<file path="src/rtl/iterDivPkg.sv">
`timescale 1ns/1ps
package iterDivPkg;
  // Strobes from the sequencer to the datapath, one cycle each
  typedef struct packed {
    logic loadOps;      // capture magnitudes and clear the partial remainder
    logic loadSpecial;  // write the fixed result straight to the quotient
    logic stepEn;       // produce one quotient bit
    logic finish;       // final step: write the signed-corrected quotient
  } divStrobes_t;

  typedef enum logic [1:0] {
    ST_IDLE = 2'd0,
    ST_RUN  = 2'd1,
    ST_DONE = 2'd2
  } divState_t;
endpackage

</file>
<file path="src/rtl/divOperandPrep.sv">
`timescale 1ns/1ps
module divOperandPrep #(
  parameter int WIDTH = 64
) (
  input  logic             signedMode,
  input  logic [WIDTH-1:0] dividend,
  input  logic [WIDTH-1:0] divisor,
  output logic [WIDTH-1:0] dividendMag,
  output logic [WIDTH-1:0] divisorMag,
  output logic             negResult,
  output logic             specialHit,
  output logic [WIDTH-1:0] specialValue
);
  localparam logic [WIDTH-1:0] MOST_NEG = {1'b1, {(WIDTH-1){1'b0}}};
  localparam logic [WIDTH-1:0] ALL_ONES = {WIDTH{1'b1}};

  logic dividendNeg, divisorNeg, zeroDiv, signedOvf;

  always_comb begin
    dividendNeg = signedMode & dividend[WIDTH-1];
    divisorNeg  = signedMode & divisor[WIDTH-1];
    // Negating the most negative value yields the same pattern, which read
    // unsigned is its true magnitude.
    dividendMag = dividendNeg ? (~dividend + 1'b1) : dividend;
    divisorMag  = divisorNeg  ? (~divisor  + 1'b1) : divisor;
    negResult   = dividendNeg ^ divisorNeg;

    zeroDiv    = (divisor == '0);
    signedOvf  = signedMode && (dividend == MOST_NEG) && (divisor == ALL_ONES);
    specialHit = zeroDiv | signedOvf;
    specialValue = zeroDiv ? '0 : MOST_NEG;
  end
endmodule

</file>
<file path="src/rtl/divControl.sv">
`timescale 1ns/1ps
module divControl
  import iterDivPkg::*;
#(
  parameter int WIDTH = 64
) (
  input  logic        clk,
  input  logic        rst,
  input  logic        start,
  input  logic        specialHit,
  output divStrobes_t strobes,
  output logic        busy,
  output logic        done
);
  localparam int CNT_W = (WIDTH > 2) ? $clog2(WIDTH) : 1;
  localparam logic [CNT_W-1:0] LAST = CNT_W'(WIDTH - 1);

  divState_t        state, nextState;
  logic [CNT_W-1:0] count, nextCount;

  always_comb begin
    strobes   = '0;
    nextState = state;
    nextCount = count;
    unique case (state)
      ST_IDLE, ST_DONE: begin
        nextState = ST_IDLE;
        if (start) begin
          if (specialHit) begin
            strobes.loadSpecial = 1'b1;
            nextState           = ST_DONE;
          end else begin
            strobes.loadOps = 1'b1;
            nextState       = ST_RUN;
            nextCount       = '0;
          end
        end
      end
      ST_RUN: begin
        strobes.stepEn = 1'b1;
        nextCount      = count + CNT_W'(1);
        if (count == LAST) begin
          strobes.finish = 1'b1;
          nextState      = ST_DONE;
        end
      end
      default: nextState = ST_IDLE;
    endcase
  end

  always_ff @(posedge clk) begin
    if (rst) begin
      state <= ST_IDLE;
      count <= '0;
    end else begin
      state <= nextState;
      count <= nextCount;
    end
  end

  assign busy = (state == ST_RUN);
  assign done = (state == ST_DONE);


  reset_clear_chk: assert property (@(posedge clk) rst |=> (!busy && !done));


  done_pulse_chk: assert property (@(posedge clk) disable iff (rst)
    (done && !start) |=> !done);

  // the loop advances by one each cycle whatever start does
  run_count_chk: assert property (@(posedge clk) disable iff (rst)
    (busy && count != LAST) |=> (busy && count == $past(count) + CNT_W'(1)));


  done_source_chk: assert property (@(posedge clk) disable iff (rst)
    $rose(done) |-> ($past(busy) || $past(start)));
endmodule

</file>
<file path="src/rtl/divDatapath.sv">
`timescale 1ns/1ps
module divDatapath
  import iterDivPkg::*;
#(
  parameter int WIDTH = 64
) (
  input  logic             clk,
  input  logic             rst,
  input  divStrobes_t      strobes,
  input  logic [WIDTH-1:0] dividendMag,
  input  logic [WIDTH-1:0] divisorMag,
  input  logic             negResult,
  input  logic [WIDTH-1:0] specialValue,
  output logic [WIDTH-1:0] quotient
);
  logic [WIDTH-1:0] remReg, quoReg, divReg;
  logic             negReg;
  logic [WIDTH:0]   shifted, trial;
  logic             fits;
  logic [WIDTH-1:0] nextRem, nextQuo;

  always_comb begin
    shifted = {remReg, quoReg[WIDTH-1]};
    trial   = shifted - {1'b0, divReg};
    fits    = ~trial[WIDTH];
    nextRem = fits ? trial[WIDTH-1:0] : shifted[WIDTH-1:0];
    nextQuo = {quoReg[WIDTH-2:0], fits};
  end

  always_ff @(posedge clk) begin
    if (rst) begin
      remReg   <= '0;
      quoReg   <= '0;
      divReg   <= '0;
      negReg   <= 1'b0;
      quotient <= '0;
    end else begin
      if (strobes.loadOps) begin
        remReg <= '0;
        quoReg <= dividendMag;
        divReg <= divisorMag;
        negReg <= negResult;
      end else if (strobes.stepEn) begin
        remReg <= nextRem;
        quoReg <= nextQuo;
      end
      if (strobes.loadSpecial)
        quotient <= specialValue;
      else if (strobes.finish)
        quotient <= negReg ? (~nextQuo + 1'b1) : nextQuo;
    end
  end

  // the partial remainder stays below the divisor magnitude on every step
  rem_bound_chk: assert property (@(posedge clk) disable iff (rst)
    strobes.stepEn |-> (remReg < divReg));
endmodule

</file>
<file path="src/rtl/iterDivider.sv">
`timescale 1ns/1ps
module iterDivider
  import iterDivPkg::*;
#(
  parameter int WIDTH = 64
) (
  input  logic             clk,
  input  logic             rst,
  input  logic             start,
  input  logic             signedMode,
  input  logic [WIDTH-1:0] dividend,
  input  logic [WIDTH-1:0] divisor,
  output logic             busy,
  output logic             done,
  output logic [WIDTH-1:0] quotient
);
  localparam logic [WIDTH-1:0] MOST_NEG = {1'b1, {(WIDTH-1){1'b0}}};

  divStrobes_t      strobes;
  logic [WIDTH-1:0] dividendMag, divisorMag, specialValue;
  logic             negResult, specialHit;

  divOperandPrep #(.WIDTH(WIDTH)) prep (
    .signedMode  (signedMode),
    .dividend    (dividend),
    .divisor     (divisor),
    .dividendMag (dividendMag),
    .divisorMag  (divisorMag),
    .negResult   (negResult),
    .specialHit  (specialHit),
    .specialValue(specialValue)
  );

  divControl #(.WIDTH(WIDTH)) ctrl (
    .clk       (clk),
    .rst       (rst),
    .start     (start),
    .specialHit(specialHit),
    .strobes   (strobes),
    .busy      (busy),
    .done      (done)
  );

  divDatapath #(.WIDTH(WIDTH)) dpath (
    .clk         (clk),
    .rst         (rst),
    .strobes     (strobes),
    .dividendMag (dividendMag),
    .divisorMag  (divisorMag),
    .negResult   (negResult),
    .specialValue(specialValue),
    .quotient    (quotient)
  );


  zero_div_chk: assert property (@(posedge clk) disable iff (rst)
    (start && !busy && divisor == '0) |=> (done && quotient == '0));


  min_neg_one_chk: assert property (@(posedge clk) disable iff (rst)
    (start && !busy && signedMode && dividend == MOST_NEG && divisor == '1)
      |=> (done && quotient == MOST_NEG));
endmodule

</file>
<file path="config.mk">
export PLATFORM = sky130hd
export DESIGN_NAME = iterDivider
export DESIGN_NICKNAME = d
export VERILOG_FILES = /design/src/rtl/iterDivPkg.sv /design/src/rtl/divOperandPrep.sv /design/src/rtl/divControl.sv /design/src/rtl/divDatapath.sv /design/src/rtl/iterDivider.sv
export SDC_FILE = /design/constraint.sdc
export NUM_CORES = 1
export LEC_CHECK = 0
export BUFFER_PORTS_ARGS = -buffer_cell sky130_fd_sc_hd__buf_2
export CAP_MARGIN = 0
export CORE_ASPECT_RATIO = 0.75
export CORE_MARGIN = 2
export CORE_UTILIZATION = 39
export CTS_CLUSTER_SIZE = 24
export DETAILED_ROUTE_END_ITERATION = 12
export PLACE_DENSITY = 0.61
export REMOVE_ABC_BUFFERS = 1
export SYNTH_ARGS = -nofsm -noshare
export SYNTH_HDL_FRONTEND = slang
export SYNTH_HIERARCHICAL = 1
export SYNTH_SLANG_ARGS = --single-unit
</file>
<file path="constraint.sdc">
create_clock -name clk -period 5.24 [get_ports clk]
set_input_delay 0.524 -clock clk [delete_from_list [all_inputs] [get_ports clk]]
set_output_delay 0.524 -clock clk [all_outputs]
set_load 0.1 [all_outputs]
</file>
==> results.cfg, run 1 <==
[cts]
clock_network_latency_to_the_later_pin_of_the_worst_skew_pair_ns = 0.59
cts_resized = 0
ctsRootBufferMaster = clkbuf_16
cts_inserted_buffers = 31
clock_tree.buffer_depth = 3
cts_tree = built
cts_setup_buffers = 0
clkSlewWorstSetupHoldPaths_ns = 0.06
hold_buf_cts = 0
cts.htree.levels = 1
clock_sink_count = 265

[route]
dr.pass1.iters = 5
ant_nets = 0
post_drt_via_cell_ratio = 5.82
detail_route.wirelength_mm = 70.5
routed-via-count = 20900
remaining_drc_errors = 0
drt_iter0_drc = 1862
routed_wire_length_per_instance_um = 19.6

[synth]
synth-async-reset-ratio_pct = 0
ys_ff_latch = 265
synth.lib_cells_used.distinct = 90
yosysWarningCount = 6
main_synth_ff_type = dfxtp_1
syn-instance-count = 2788
synth_enable_flop_cells = 0
post_synth_instance_area_um2 = 20700
synth_sequential_area_ratio_pct = 25.6
postSynthAreaPerCell_um2 = 7.42

[timing]
timing.slew.headroom_pct = 20.9
clock.fmax_ghz = 0.212
finalMaxSlewViolations = 0
finalWorstPathRequiredPeriod_ns = 4.72
setup-violations-final = 0
finalHoldWorstSlack_ns = 0.279
hold_violation_count_in_the_final_report = 0
fin_skew_ns = 0.0149
timing.final.crit_share_pct = 90.1
tightest_slew_ns = 1.18
rsz0062_at_grt = false

[critical_path]
timing.critical_path.to_type = flop
critical_path_peak_fanout = 9
critical_path_required_ns = 5.69
worst_setup_path_start_kind = flop
criticalPathCategory = reg -> reg
timing.critical_path.arrival_ns = 5.17

[grt]
wire_length_of_the_first_global_routing_pass_mm = 108
vias_in_the_first_global_route = 19100
grt_max_degree = 161
globalRouteOverflowTotal = 0
antenna_found_initial = 4
global_route.usage.total_pct = 24.5

[pwr]
comb_power_share_pct = 35.9
p_leak_nw = 9.23
total_switching_power_mw = 2.75
max-vdd-ir-drop_mv = 0.282
power-per-cell-area_nw_per_um2 = 317
power.switching_fraction_pct = 37.8
p_int_mw = 4.54
fin_total_pwr_mw = 7.29
power_frac_seq_pct = 31.0
clkPwrFrac_pct = 33.1

[die]
initial_core_util_pct = 39.3
num_rows = 73
fp.dieW_um = 270
placeableCoreArea_um2 = 52700
die_area_um2 = 54900
i_o_pin_total = 198
die_height_um = 203

[run_status]
run_status = finished, final reports clean

[placed_design]
hpwl_mm = 50.8
globalplace.congestion = 0.927
io_buffer_count = 197

[finish]
nFillCells = 5415
post_route_cells_drive_above_1_share_pct = 11.7
finish.net_count = 3056
area_growth_syn_to_layout_pct = 11.0

[worst_hold_path]
holdCritPathClass = in -> reg

[flow_run]
drv_cap = 0
## metrics by stage
step / setup slack, ns / instance area, µm² / instances / TNS, ns / utilization, %
2_1_floorplan: -4.59 / 19700 / 2596 / -274.78 / -
3_3_place_gp: 0.602 / 21800 / 3533 / 0 / 41.4
3_5_place_dp: 0.561 / 21800 / 3533 / 0 / 41.4
4_1_cts: 0.497 / 23000 / 3591 / 0 / 43.6
5_1_grt: 0.0904 / 23000 / 3593 / 0 / 43.6
6_report: 0.521 / 23000 / 3593 / 0 / 43.6
## synth_stat cells (6+ instances only)
| master | n | area share, % |
|---|---|---|
| o31ai_1 | 30 | 1.1 |
| nor2b_1 | 14 | 0.42 |
| ha_1 | 69 | 4.2 |
| clkbuf_1 | 150 | 2.7 |
| nor4_1 | 40 | 1.2 |
| mux2_2 | 6 | 0.33 |
| a31oi_1 | 52 | 1.6 |
| nor3_1 | 76 | 1.8 |
| o21ai_0 | 95 | 2.3 |
| inv_1 | 101 | 1.8 |
| a21oi_1 | 271 | 6.6 |
| or3_1 | 33 | 1.0 |
| and2_1 | 13 | 0.39 |
| o211ai_1 | 15 | 0.54 |
| o22ai_1 | 18 | 0.54 |
| o21ai_1 | 14 | 0.34 |
| buf_4 | 66 | 2.4 |
| a211oi_1 | 40 | 1.5 |
| nand2_1 | 199 | 3.6 |
| xnor2_1 | 84 | 3.6 |
| o21bai_1 | 9 | 0.33 |
| nor3b_1 | 18 | 0.65 |
| o41ai_1 | 23 | 0.97 |
| or4_1 | 28 | 1.0 |
| o21a_1 | 16 | 0.58 |
| and3_1 | 17 | 0.51 |
| buf_1 | 15 | 0.27 |
| xor2_1 | 123 | 5.2 |
| a21o_1 | 44 | 1.6 |
| nand3_1 | 53 | 1.3 |
| o31a_1 | 7 | 0.30 |
| or2_2 | 12 | 0.36 |
| buf_2 | 19 | 0.46 |
| nor2_1 | 396 | 7.2 |
| nand2b_1 | 26 | 0.79 |
| o41ai_2 | 6 | 0.47 |
| and4_1 | 7 | 0.30 |
| mux2i_1 | 133 | 6.4 |
| a311oi_1 | 26 | 1.1 |
| dfxtp_1 | 265 | 26 |
| nand4_1 | 40 | 1.2 |
| o221ai_1 | 16 | 0.68 |
| nand3b_1 | 11 | 0.40 |
## critical path: stages (launching register included)
cell	delay (ns)
dfxtp_1	0.36
inv_1	0.05
ha_1	0.22
fa_1	0.39
nor2b_1	0.21
o211ai_1	0.13
a31oi_1	0.37
o211ai_1	0.20
a31o_2	0.32
a21oi_1	0.35
nor2_4	0.07
inv_2	0.08
ha_1	0.18
nor2b_1	0.15
buf_4	0.16
nand3_2	0.24
nand2b_1	0.33
o41ai_2	0.26
xor2_1	0.19
nor2_1	0.06
a21oi_1	0.17
o22ai_1	0.10
## cell families after synthesis
family	after synthesis	share of synthesized area, %
AOI/OAI and AO/OA	730	22.6
xor gates and xnor gates	207	8.76
adders and majority gates	70	4.27
buffers and inverters	359	7.98
DFF	265	25.6
muxes	141	6.91
other	1	0.0181
and+or+nand+nor	1015	23.9
## area by class of cell
cell class,count,area [µm²],share of cell area [%]
sequential,265,5310,23.1
clock inverter,14,233,1.01
clock buffer,44,895,3.90
multi-input combinational,2226,14000,60.9
timing repair buffer,225,1250,5.45
antenna,2,5.00,0.0218
inverter,105,404,1.76
tap,712,891,3.88
## power groups by stage
stage | Combinational (mW) | Sequential, mW | Clock [mW]
after floorplan | 1.81 | 2.26 | 0
after global placement | 2.57 | 2.30 | 0
after detailed placement | 2.56 | 2.30 | 0
after CTS | 2.58 | 2.26 | 2.47
after global routing | 2.88 | 2.28 | 2.54
final | 2.61 | 2.26 | 2.41
## cells in the final DEF, fill, tap and decap left out, types with 33 or more instances in the layout
master | Yosys | layout
nor2_1 | 396 | 395
a211oi_1 | 40 | 40
nor3_1 | 76 | 75
nor4_1 | 40 | 40
buf_2 | 19 | 196
xor2_1 | 123 | 123
a21oi_1 | 271 | 271
inv_1 | 101 | 101
o21ai_0 | 95 | 95
mux2i_1 | 133 | 133
nand3_1 | 53 | 53
conb_1 | 1 | 63
nand4_1 | 40 | 40
ha_1 | 69 | 69
or3_1 | 33 | 33
a21o_1 | 44 | 44
nand2_1 | 199 | 199
dfxtp_1 | 265 | 264
xnor2_1 | 84 | 84
a31oi_1 | 52 | 52
## registers in the layout, indices dropped and copies added, names as in the netlist
name	cells
ctrl/count	6
ctrl/state	2
dpath/divReg	64
dpath/negReg	1
dpath/quoReg	64
dpath/quotient	64
dpath/remReg	64
## worst paths after layout
| check | end | slack (ns) | cells after the start | startpoint |
|---|---|---|---|---|
| worst min register to register | dpath/divReg[63]$_SDFFE_PP0P_ | 0.49 | 2 | dpath/divReg[63]$_SDFFE_PP0P_ |
| worst max-delay path | dpath/quotient[58]$_SDFFE_PP0P_ | 0.52 | 21 | dpath/quoReg[63]$_SDFFE_PP0P_ |
| worst min-delay path | dpath/quoReg[0]$_SDFFE_PP0P_ | 0.28 | 3 | dividend[0] |
| worst max register to register | dpath/quotient[58]$_SDFFE_PP0P_ | 0.52 | 21 | dpath/quoReg[63]$_SDFFE_PP0P_ |
## layer usage
metal,share of wire [%],vias up,track usage (%)
met3,7.3,136,4.19
met2,41,783,35.6
met5,0.018,-,0
li1,-,10000,-
met1,48,9999,36.0
met4,3.4,2,8.69
(Power assumes the default switching activity.)
==> inputs of run 2 (changes only) <==
--- a/config.mk
+++ b/config.mk
@@ -12,9 +12,9 @@
 export CORE_UTILIZATION = 39
 export CTS_CLUSTER_SIZE = 24
 export DETAILED_ROUTE_END_ITERATION = 12
-export PLACE_DENSITY = 0.61
+export PLACE_DENSITY = 0.62
 export REMOVE_ABC_BUFFERS = 1
+export SETUP_SLACK_MARGIN = 0.4
 export SYNTH_ARGS = -nofsm -noshare
 export SYNTH_HDL_FRONTEND = slang
-export SYNTH_HIERARCHICAL = 1
 export SYNTH_SLANG_ARGS = --single-unit
==> results.cfg, run 2 <==
[critical_path]
crit_family = simple AND/OR/NAND/NOR gates
path_buf_inv = 2
timing.critical_path.from = dpath.quoReg[63]$_SDFFE_PP0P_
timing.reg2reg.setup_slack_ns = 0.68
timing.critical_path.arrival_ns = 5.02
critical-path-max-stage-delay_ns = 0.41
worst_setup_path_endpoint = dpath.quotient[60]$_SDFFE_PP0P_
critical_path_peak_fanout = 4
timing.critical_path.to_type = flop
reg2regPathDepth = 21
crit-reg2reg-launch = dpath.quoReg[63]$_SDFFE_PP0P_
critical_path.slowest_cell = or3_4
critical_path_required_ns = 5.71
cells_along_the_critical_path = inv_1 -> ha_1 -> fa_1 -> nand2b_1 -> a21oi_1 -> nor3b_1 -> o21ai_1 -> and3_1 -> o21ai_0 -> o211a_2 -> inv_2 -> ha_1 -> nand2b_1 -> or2_4 -> nor3_4 -> nand3_2 -> or3_4 -> or2_4 -> o21ai_2 -> xor2_1 -> o21ai_1
criticalPathCategory = reg -> reg
r2r_end = dpath.quotient[60]$_SDFFE_PP0P_
worst_setup_path_start_kind = flop
path_depth = 21

[synth]
syn-instance-count = 2492
synth_top_family_by_area = compound AO/OA/AOI/OAI gates
netlist_top_cells_area = dfxtp_1 (29%), xnor2_1 (6.8%), nor2_1 (6.6%), nand2_1 (5.5%), a21oi_1 (5.2%)
post_synth_instance_area_um2 = 18400
synth.lib_cells_used.distinct = 76
synth_commonest_cells = nor2_1 (324), nand2_1 (268), dfxtp_1 (265)
yosysMostFrequentCell = nor2_1
synth-async-reset-ratio_pct = 0
main_synth_ff_type = dfxtp_1
mux_share_of_post_synthesis_cell_area_pct = 0.722
synth_sequential_area_ratio_pct = 28.9
synth_enable_flop_cells = 0
yosysWarningCount = 0
ys_ff_latch = 265
synth_fa_ha_area_share_pct = 4.81
postSynthAreaPerCell_um2 = 7.37
synth-compound-area-share_pct = 25.5
post_synth_and_or_nand_nor_area_fraction_pct = 23.3
netlist.area_leader.share_pct = 28.9
synth_area_leader_cell = dfxtp_1
yosys.area_share.xor_xnor_pct = 11.1

[grt]
grt_max_degree = 109
wire_length_of_the_first_global_routing_pass_mm = 102
globalRouteOverflowTotal = 0
antenna_found_initial = 2
vias_in_the_first_global_route = 17700
global_route.usage.total_pct = 26.4

[timing]
clock.fmax_ghz = 0.219
finalHoldWorstSlack_ns = 0.267
timing.slew.headroom_pct = 33.8
finalMaxSlewViolations = 0
fin_skew_ns = 0.0178
post-route-worst-setup-slack_ns = 0.682
tightest_slew_ns = 0.993
setup-violations-final = 0
hold_violation_count_in_the_final_report = 0
timing.final.crit_share_pct = 87.0
finalWorstPathRequiredPeriod_ns = 4.56
rsz0062_at_grt = false

[route]
dr.pass1.iters = 6
dr_wl_met3_mm = 4.40
ant_nets = 0
routed_wire_length_per_instance_um = 20.1
detail_route.wirelength_mm = 65.6
met2_wirelength_mm = 27.6
post_drt_via_cell_ratio = 5.81
top_signal_layer_used = met5
drt_iter0_drc = 1702
wl_met1_mm = 31.5
remaining_drc_errors = 0
routed-via-count = 19000

[placed_design]
globalplace.congestion = 0.934
dp_slack_ns = 0.148
io_buffer_count = 197
hpwl_mm = 47.9

[finish]
finish.net_count = 2814
post_route_cells_drive_above_1_share_pct = 13.4
layout.cells.most_common_list = nor2_1 (322), nand2_1 (267), dfxtp_1 (264), buf_2 (196), a21oi_1 (188)
nFillCells = 4741
finalCoreUtilization_pct = 45.6
area_growth_syn_to_layout_pct = 14.8
final_common_cell = nor2_1
inserted_diodes = 0

[die]
i_o_pin_total = 198
placeableCoreArea_um2 = 46300
initial_core_util_pct = 39.7
die_area_um2 = 48900
fp.dieW_um = 255
num_rows = 68
die_height_um = 192

[cts]
clock_sink_count = 265
clock_network_latency_to_the_later_pin_of_the_worst_skew_pair_ns = 0.60
hold_buf_cts = 0
cts_inserted_buffers = 29
clkSlewWorstSetupHoldPaths_ns = 0.06
cts_tree = built
cts.htree.levels = 1
ctsRootBufferMaster = clkbuf_16
clock_tree.buffer_depth = 3

[worst_hold_path]
holdCritPathClass = in -> reg
min-delay-start = signedMode

[pwr]
max-vdd-ir-drop_mv = 0.219
fin_total_pwr_mw = 6.80
power-per-cell-area_nw_per_um2 = 322
p_leak_nw = 8.12

[flow_run]
drv_cap = 0

[run_status]
run_status = finished, final reports clean
run 2: cell types whose count changed after synthesis, moves of 24 or more:
cell | previous run | this run
a211oi_1 | 40 | 92
a21o_1 | 44 | 13
a21oi_1 | 271 | 192
a22oi_1 | 0 | 30
a311oi_1 | 26 | 50
a31oi_1 | 52 | 25
buf_4 | 66 | 4
clkbuf_1 | 150 | 121
mux2i_1 | 133 | 11
nand2_1 | 199 | 268
nor2_1 | 396 | 324
o21ai_0 | 95 | 159
xnor2_1 | 84 | 143
xor2_1 | 123 | 90
run 2: layout make-up:
type                            instances  area [µm²]  area share [%]
Sequential cell                       265        5310            25.1
Tap cell                              630         788            3.74
Multi-Input combinational cell       1963       12200            57.6
Inverter                              103         389            1.84
Timing Repair Buffer                  250        1440            6.82
Clock inverter                         13         209           0.990
Clock buffer                           40         817            3.87
run 2: logic make-up after synthesis:
kind of cell             Yosys count
adder cells (fa/ha/maj)           70
buffers and inverters            264
flip-flops                       265
multiplexers                      13
AND/OR/NAND/NOR                  926
AO/OA/AOI/OAI                    721
XOR/XNOR                         233
run 2: through the flow:
stage,instances,area (µm²),TNS [ns]
floorplan,2331,17700,-119.12
global route,3264,21100,0
detailed placement,3210,20000,0
global placement,3210,20000,0
finish,3264,21100,0
CTS,3263,21000,0
run 2: repair_timing:
| action | in CTS | in global routing |
|---|---|---|
| setup endpoints to repair | 16 | 24 |
| resized for setup | 6 | 19 |
| pin swaps | 0 | 5 |
| setup buffers | 0 | 1 |
| hold endpoints to repair | 0 | 0 |
run 2: metal layers:
layer  track usage (%)  vias to the layer above
met1              38.7                     9007
li1                  -                     9179
met5                 0                        -
met3              3.24                       99
met2              40.2                      681
met4              8.05                        2
run 2: power breakdown:
group          internal (mW)  total [mW]  switching [mW]
logic                  0.828        2.30            1.47
registers               2.14        2.27           0.126
clock network           1.34        2.23           0.893
run 2: worst min-delay path: stages:
cell and delay [ns]:
buf_2 0.15, nand3_1 0.09, a21oi_1 0.06
run 2: worst min path at each step:
| stage | end | depth (start not counted) |
|---|---|---|
| 4_1_cts | dpath.divReg[1]$_SDFFE_PP0P_ | 3 |
| 5_1_grt | dpath.negReg$_SDFFE_PP0P_ | 3 |
| 2_1_floorplan | dpath.divReg[60]$_SDFFE_PP0P_ | 2 |
| 3_5_place_dp | dpath.quotient[19]$_SDFFE_PP0P_ | 2 |
| 6_report | dpath.negReg$_SDFFE_PP0P_ | 3 |
| 3_3_place_gp | dpath.quotient[21]$_SDFFE_PP0P_ | 2 |
==> inputs of run 3 (changes only) <==
--- a/config.mk
+++ b/config.mk
@@ -12,9 +12,10 @@
 export CORE_UTILIZATION = 39
 export CTS_CLUSTER_SIZE = 24
 export DETAILED_ROUTE_END_ITERATION = 12
-export PLACE_DENSITY = 0.62
+export PLACE_DENSITY = 0.61
 export REMOVE_ABC_BUFFERS = 1
 export SETUP_SLACK_MARGIN = 0.4
 export SYNTH_ARGS = -nofsm -noshare
 export SYNTH_HDL_FRONTEND = slang
+export SYNTH_HIERARCHICAL = 1
 export SYNTH_SLANG_ARGS = --single-unit
==> results.cfg, run 3 (synthesized netlist as in run 1, its figures left out) <==
[run_status]
run_status = finished, final reports clean

[route]
detail_route.wirelength_mm = 70.4
routed-via-count = 20900
post_drt_via_cell_ratio = 5.81
dr.pass1.iters = 6
remaining_drc_errors = 0
routed_wire_length_per_instance_um = 19.6
ant_nets = 0
drt_iter0_drc = 1812

[cts]
cts_setup_buffers = 0
ctsRootBufferMaster = clkbuf_16
cts_tree = built
cts_inserted_buffers = 31
clock_sink_count = 265
clock_tree.buffer_depth = 3
clkSlewWorstSetupHoldPaths_ns = 0.06
clock_network_latency_to_the_later_pin_of_the_worst_skew_pair_ns = 0.59
cts.htree.levels = 1

[timing]
finalMaxSlewViolations = 0
setup-violations-final = 0
timing.final.crit_share_pct = 84.7
rsz0062_at_grt = false
finalWorstPathRequiredPeriod_ns = 4.44
clock.fmax_ghz = 0.225
setup_total_negative_slack_ns = 0
hold_violation_count_in_the_final_report = 0
tightest_slew_ns = 1.21
fin_skew_ns = 0.0130
post-route-worst-setup-slack_ns = 0.804
timing.slew.headroom_pct = 19.5
finalHoldWorstSlack_ns = 0.279

[finish]
post-route-cell-area_um2 = 23000
layoutNonFillerInstCount = 3593
post_route_cells_drive_above_1_share_pct = 11.9
layout.cells.most_common_list = nor2_1 (395), a21oi_1 (269), dfxtp_1 (264), nand2_1 (199), buf_2 (196)
nFillCells = 5410
finish.net_count = 3056
area_growth_syn_to_layout_pct = 11.2
final_common_cell = nor2_1
finalCoreUtilization_pct = 43.6

[grt]
global_route.usage.total_pct = 24.5
grt_max_degree = 161
wire_length_of_the_first_global_routing_pass_mm = 108
antenna_found_initial = 4
vias_in_the_first_global_route = 19100
globalRouteOverflowTotal = 0

[pwr]
fin_total_pwr_mw = 7.29
power-per-cell-area_nw_per_um2 = 317
max-vdd-ir-drop_mv = 0.282
p_leak_nw = 9.25

[die]
placeableCoreArea_um2 = 52700
num_rows = 73
die_height_um = 203
fp.dieW_um = 270
die_area_um2 = 54900
initial_core_util_pct = 39.3
i_o_pin_total = 198

[critical_path]
criticalPathCategory = reg -> reg
crit-reg2reg-launch = dpath/quoReg[63]$_SDFFE_PP0P_
timing.critical_path.from = dpath/quoReg[63]$_SDFFE_PP0P_
timing.critical_path.arrival_ns = 4.89
timing.critical_path.to_type = flop
critical_path_required_ns = 5.69
worst_setup_path_start_kind = flop
critical_path_peak_fanout = 9

[placed_design]
dpl.cell_count = 3533
io_buffer_count = 197
dp_slack_ns = 0.561
placedInstanceArea_um2 = 21800
globalplace.congestion = 0.927
hpwl_mm = 50.8

[worst_hold_path]
holdCritPathClass = in -> reg
min-delay-start = dividend[0]

[flow_run]
drv_cap = 0
[run 3: cell count changes in the layout (fill, tap and decap cells not counted), moves of 30 or more]
cell      delta
a21o_1      +31
conb_1      +63
xnor2_1     -59
mux2i_1    +122
nor2_1      +73
a22oi_1     -30
a21oi_1     +81
xor2_1      +33
o21ai_0     -61
nand2_1     -68
a211oi_1    -52
[run 3: critical path, stage by stage (launching register included)]
cell and delay [ns]:
dfxtp_1 0.35, inv_1 0.05, ha_1 0.22, fa_1 0.39, nor2b_1 0.21, o211ai_1 0.15
a31oi_2 0.27, o211ai_1 0.18, a31o_2 0.32, a21oi_2 0.24, nor2_4 0.07, inv_2 0.07
ha_1 0.18, nor2b_1 0.15, buf_4 0.16, nand3_2 0.25, nand2b_4 0.27, o41ai_2 0.25
xor2_1 0.19, nor2_1 0.06, a21oi_1 0.17, o22ai_1 0.10
[run 3: area by class of cell]
cell class | count | area, µm² | area share, %
flip-flops and latches | 265 | 5310 | 23.1
inverters | 105 | 404 | 1.76
well taps | 712 | 891 | 3.87
clock buffers | 44 | 895 | 3.89
diodes | 2 | 5.00 | 0.0218
multi-input cells | 2226 | 14000 | 60.9
clock inverters | 14 | 233 | 1.01
repair buffers | 225 | 1250 | 5.44
[run 3: path summary, 6_finish.rpt]
kind	slack, ns	to	cells past startpoint
worst max-delay path	0.80	dpath/quotient[58]$_SDFFE_PP0P_	21
worst min-delay path	0.28	dpath/quoReg[0]$_SDFFE_PP0P_	3
worst max register to register	0.80	dpath/quotient[58]$_SDFFE_PP0P_	21
worst min register to register	0.49	dpath/divReg[63]$_SDFFE_PP0P_	2
[run 3: timing repair]
item / CTS / global route
resized for setup: 0 / 6
hold buffers: 0 / 0
endpoints found under the hold margin: 0 / 0
setup endpoints to repair: 0 / 11
[run 3: power by group]
group	total, mW	switching, mW	internal, mW
sequential	2.26	0.127	2.13
clock	2.41	0.935	1.48
combinational	2.62	1.70	0.924
total	7.29	2.76	4.54
[run 3: routing by layer]
layer  track usage, %  vias to the layer above  wire length, µm
met2             35.6                      818            28800
li1                 -                    10000                -
met3             4.19                      121             5570
met1             36.0                     9911            33700
met4             8.69                        2             2330
met5                0                        -               13
